File: src/rtl/slc_pkg.sv
package slc_pkg;
  typedef enum logic [2:0] {
    PH_IDLE = 3'd0,
    PH_SYS  = 3'd1,
    PH_A    = 3'd2,
    PH_B    = 3'd3,
    PH_BAD  = 3'd4
  } slc_phase_e;

  function automatic slc_phase_e decode_phase(input logic sys_clk, input logic a, input logic b);
    unique case ({sys_clk, a, b})
      3'b000:  return PH_IDLE;
      3'b100:  return PH_SYS;
      3'b010:  return PH_A;
      3'b001:  return PH_B;
      default: return PH_BAD;
    endcase
  endfunction
endpackage

File: src/rtl/slc_clk_guard.sv
module slc_clk_guard
  import slc_pkg::*;
(
  input  logic       clk_i,
  input  logic       rst_ni,
  input  logic       sys_clk_i,
  input  logic       a_i,
  input  logic       b_i,
  output slc_phase_e phase_o,
  output logic       err_o
);
  assign phase_o = decode_phase(sys_clk_i, a_i, b_i);

  always_ff @(posedge clk_i or negedge rst_ni) begin
    if (!rst_ni) err_o <= 1'b0;
    else         err_o <= (phase_o == PH_BAD);
  end

  AST_OVERLAP_FLAG: assert property (@(posedge clk_i) disable iff (!rst_ni)
    ($countones({sys_clk_i, a_i, b_i}) > 1) |=> err_o);
  AST_NO_FALSE_FLAG: assert property (@(posedge clk_i) disable iff (!rst_ni)
    ($countones({sys_clk_i, a_i, b_i}) <= 1) |=> !err_o);
endmodule

File: src/rtl/slc_cell.sv
module slc_cell
  import slc_pkg::*;
(
  input  logic       clk_i,
  input  logic       rst_ni,
  input  slc_phase_e phase_i,
  input  logic       d_i,
  input  logic       si_i,
  output logic       l1_o,
  output logic       l2_o
);
  logic l1_q, l2_q;

  always_ff @(posedge clk_i or negedge rst_ni) begin
    if (!rst_ni) begin
      l1_q <= 1'b0;
      l2_q <= 1'b0;
    end else begin
      unique case (phase_i)
        PH_SYS:  l1_q <= d_i;
        PH_A:    l1_q <= si_i;
        PH_B:    l2_q <= l1_q;
        default: ;
      endcase
    end
  end

  assign l1_o = l1_q;
  assign l2_o = l2_q;

  AST_L2_ONLY_ON_B: assert property (@(posedge clk_i) disable iff (!rst_ni)
    (phase_i != PH_B) |=> $stable(l2_o));
  AST_L1_ONLY_ON_SYS_OR_A: assert property (@(posedge clk_i) disable iff (!rst_ni)
    (phase_i != PH_SYS && phase_i != PH_A) |=> $stable(l1_o));
  AST_A_LOADS_SCAN_IN: assert property (@(posedge clk_i) disable iff (!rst_ni)
    (phase_i == PH_A) |=> (l1_o == $past(si_i)));
  AST_B_COPIES_L1: assert property (@(posedge clk_i) disable iff (!rst_ni)
    (phase_i == PH_B) |=> (l2_o == $past(l1_o)));
  AST_OVERLAP_FREEZE: assert property (@(posedge clk_i) disable iff (!rst_ni)
    (phase_i == PH_BAD) |=> ($stable(l1_o) && $stable(l2_o)));
endmodule

File: src/rtl/scan_latch_chain.sv
module scan_latch_chain
  import slc_pkg::*;
#(
  parameter int N = 8
) (
  input  logic         clk_i,
  input  logic         rst_ni,
  input  logic         sys_clk_i,
  input  logic         scan_a_i,
  input  logic         scan_b_i,
  input  logic         scan_in_i,
  input  logic [N-1:0] data_i,
  output logic [N-1:0] data_o,
  output logic         scan_out_o,
  output logic         proto_err_o
);
  localparam int LAST = N - 1;

  slc_phase_e phase;
  logic [N-1:0] l1, l2, si;

  slc_clk_guard u_guard (
    .clk_i     (clk_i),
    .rst_ni    (rst_ni),
    .sys_clk_i (sys_clk_i),
    .a_i       (scan_a_i),
    .b_i       (scan_b_i),
    .phase_o   (phase),
    .err_o     (proto_err_o)
  );

  for (genvar i = 0; i < N; i++) begin : g_cell
    if (i == 0) begin : g_head
      assign si[i] = scan_in_i;
    end else begin : g_link
      assign si[i] = l2[i-1];
    end
    slc_cell u_cell (
      .clk_i   (clk_i),
      .rst_ni  (rst_ni),
      .phase_i (phase),
      .d_i     (data_i[i]),
      .si_i    (si[i]),
      .l1_o    (l1[i]),
      .l2_o    (l2[i])
    );
  end

  assign data_o     = l1;
  assign scan_out_o = l2[LAST];

  AST_SCAN_OUT_ONLY_ON_B: assert property (@(posedge clk_i) disable iff (!rst_ni)
    (!scan_b_i || sys_clk_i || scan_a_i) |=> $stable(scan_out_o));
endmodule

File: config.mk
export PLATFORM = sky130hd
export DESIGN_NAME = scan_latch_chain
export DESIGN_NICKNAME = d
export VERILOG_FILES = /design/src/rtl/slc_pkg.sv /design/src/rtl/slc_clk_guard.sv /design/src/rtl/slc_cell.sv /design/src/rtl/scan_latch_chain.sv
export SDC_FILE = /design/constraint.sdc
export NUM_CORES = 1
export LEC_CHECK = 0
export ABC_AREA = 1
export CORE_ASPECT_RATIO = 0.75
export CORE_MARGIN = 2
export CORE_UTILIZATION = 45
export DETAILED_ROUTE_END_ITERATION = 7
export DONT_BUFFER_PORTS = 1
export PLACE_DENSITY = 0.7
export REMOVE_ABC_BUFFERS = 1
export SETUP_SLACK_MARGIN = 0.2
export SLEW_MARGIN = 20
export SYNTH_ARGS = -nofsm -noshare
export SYNTH_HDL_FRONTEND = slang
export SYNTH_SLANG_ARGS = --single-unit
export TNS_END_PERCENT = 20
File: constraint.sdc
create_clock -name clk_i -period 1.4 [get_ports clk_i]
set_input_delay 0.14 -clock clk_i [delete_from_list [all_inputs] [get_ports clk_i]]
set_output_delay 0.14 -clock clk_i [all_outputs]
set_load 0.02 [all_outputs]
==> impl_metrics.py <==
metrics = {
    "status": {
        "status": "finished clean",
    },
    "grt": {
        "grt_max_degree": 18,
        "grt_usage_pct": 18.6,
        "grt.overflow.total": 0,
        "antenna_found_initial": 0,
        "grt_pass1_wl_mm": 2.97,
        "grt_pass1_vias": 657,
    },
    "setup_path": {
        "cp.required_ns": 1.26,
        "endpoint_kind": "output port",
        "critPathLaunch": "g_cell[1].u_cell.l1_o$_DFFE_PN0P_",
        "reg2reg_setup_slack_ns": 0.60,
        "criticalPathCategory": "flop to output port",
        "critical_path.startpoint_type": "flop",
        "critical_path_depth": 0,
        "rr_worst_depth": 4,
        "cp.arrival_ns": 0.80,
        "crit_fanout": 3,
        "r2r-end": "g_cell[6].u_cell.l1_o$_DFFE_PN0P_",
        "rr_startpoint": "g_cell[5].u_cell.l2_o$_DFFE_PN0N_",
        "crit_end": "data_o[1]",
    },
    "clock_tree": {
        "cts_sinks": 17,
        "cts_tree": "built",
        "post_cts_buffers": 0,
        "htreeDepth": 1,
        "clockRootBuffer": "clkbuf_4",
        "cts_buffers": 3,
        "clockBufferDepth": 2,
        "cts_resized": 0,
        "clk_pin_slew_ns": 0.10,
        "clk_latency_ns": 0.29,
    },
    "die": {
        "initial_core_util_pct": 48.6,
        "dieHeight_um": 41.9,
        "coreArea_mm2": 0.00177,
        "ios": 24,
        "num_rows": 13,
        "die_x_um": 54.5,
        "die-area_mm2": 0.00229,
    },
    "sta": {
        "final-hold-violation-count": 0,
        "maxSlewViolCount": 0,
        "setup_viol": 0,
        "fin_crit_sh_pct": 66.9,
        "setup_ws_ns": 0.464,
        "fin_skew_ns": 0.00260,
        "post-route-min-period_ns": 0.936,
        "fmax_mhz": 1070,
        "max-slew-margin-rel_pct": 49.3,
        "setup_tns_ns": 0,
        "rsz0062_at_grt": "false",
        "worstMarginPinSlew_ns": 0.758,
    },
    "detailed_routing": {
        "drt_iter0_markers": 20,
        "drc": 0,
        "viasPerCell": 5.13,
        "routed_wl_mm": 1.64,
        "vias": 656,
        "routedWlPerCell_um": 12.8,
        "dr.pass1.iters": 4,
        "antenna_left": 0,
    },
    "final_layout": {
        "final_cells": 128,
        "finish.instance_area_um2": 868,
        "diodes": 0,
        "drive_above_1_share_pct": 9.43,
        "nNetsFinal": 121,
        "synthToLayoutAreaGrowth_pct": 0.726,
    },
    "power_and_ir_drop": {
        "leakage_uw": 0.000481,
        "power_uw": 1140,
        "vdd_drop_max_mv": 0.835,
        "power_density_mw_per_mm2": 1310,
    },
    "synth": {
        "syn_avg_cell_area_um2": 7.91,
        "yosysUniqueCellTypes": 13,
        "synth_area_um2": 862,
        "yosys_warnings": 0,
        "ys_seq_elements": 17,
        "ys_seq_area_share_pct": 49.3,
        "synthCells": 109,
    },
    "placement": {
        "place_ws_ns": 0.451,
        "dpl.cell_count": 122,
        "portBuffers": 0,
        "post_dp_cell_area_um2": 822,
        "place.gp.congestion": 0.811,
        "dp_hpwl_mm": 1.18,
    },
    "run": {
        "max_cap_viol_count": 0,
    },
    "min_path": {
        "min_from": "data_i[5]",
        "hold_path.class": "input pin to flop",
    },
}
==> cell usage in the layout (no fill, tap or decap) <==
master and count:
nor2_1 8, o21ai_1 2, inv_1 17, clkbuf_4 3
dfrtp_1 17, nor2_2 1, clkbuf_1 1, nand3_2 2
inv_4 1, nand2_4 1, dlygate4sd3_1 2, nand2_1 25
inv_2 2, nand3_1 18, a21oi_1 6
==> cells in the mapped netlist (all sizes together) <==
library cell / instances / area [um^2]
a21oi: 6 / 30.0
buf: 9 / 67.6
dfrtp: 17 / 425
inv: 20 / 77.6
nand2: 26 / 105
nand3: 20 / 110
nor2: 9 / 36.3
o21ai: 2 / 10.0
==> logic make-up after synthesis <==
group / after synthesis / share of synthesized area (%)
simple gates: 55 / 29.2
buf+inv: 29 / 16.8
flops: 17 / 49.3
compound gates: 8 / 4.64
==> flip-flops by register name, summed over array words and instances, names as in the netlist <==
register	count
u_guard.err_o	1
g_cell.u_cell.l1_o	8
g_cell.u_cell.l2_o	8
==> final cells by class <==
cell class | instances | area [um^2]
clock buffer | 4 | 26.3
fill | 166 | 905
inverter | 20 | 77.6
multi-input combinational | 63 | 292
sequential | 17 | 425
tap | 22 | 27.5
timing repair buffer | 2 | 20.0
==> stage by stage <==
stage	hold WS, ns	utilization [%]
after floorplan	-0.156	-
after global placement	-0.155	46.4
after detailed placement	-0.155	46.4
after CTS	0.0160	49.5
after global routing	0.00950	49.0
final	0.0230	49.0
==> worst register-to-register path: cells and delay by family, from the launching register on <==
family / cells / cell delay [ns]
buf+inv: 1 / 0.08
flops: 1 / 0.37
simple gates: 3 / 0.26
==> worst min-delay path by stage <==
stage          cells after the start                                end
5_1_grt                            2            u_guard.err_o$_DFF_PN0_
3_5_place_dp                       0            u_guard.err_o$_DFF_PN0_
3_3_place_gp                       0            u_guard.err_o$_DFF_PN0_
4_1_cts                            2            u_guard.err_o$_DFF_PN0_
6_report                           2  g_cell[5].u_cell.l1_o$_DFFE_PN0P_
2_1_floorplan                      0  g_cell[0].u_cell.l1_o$_DFFE_PN0P_
==> power breakdown <==
| group | total, uW | internal (uW) | switching (uW) |
|---|---|---|---|
| Clock | 265 | 111 | 154 |
| Sequential | 704 | 582 | 122 |
| Combinational | 173 | 63.4 | 109 |
| Total | 1140 | 756 | 385 |
==> routing by layer <==
metal,vias up,track usage [%],wire length (um)
met1,297,25.1,717
met4,0,6.00,25
met2,32,26.0,714
met5,-,0,0
met3,4,8.99,183
li1,323,-,-
==> what timing repair did <==
| item | in CTS | in global routing |
|---|---|---|
| hold endpoints to repair | 18 | 0 |
| hold buffers | 3 | 0 |
| endpoints found under the setup margin | 0 | 1 |
Power figures use the tool's default switching activity.
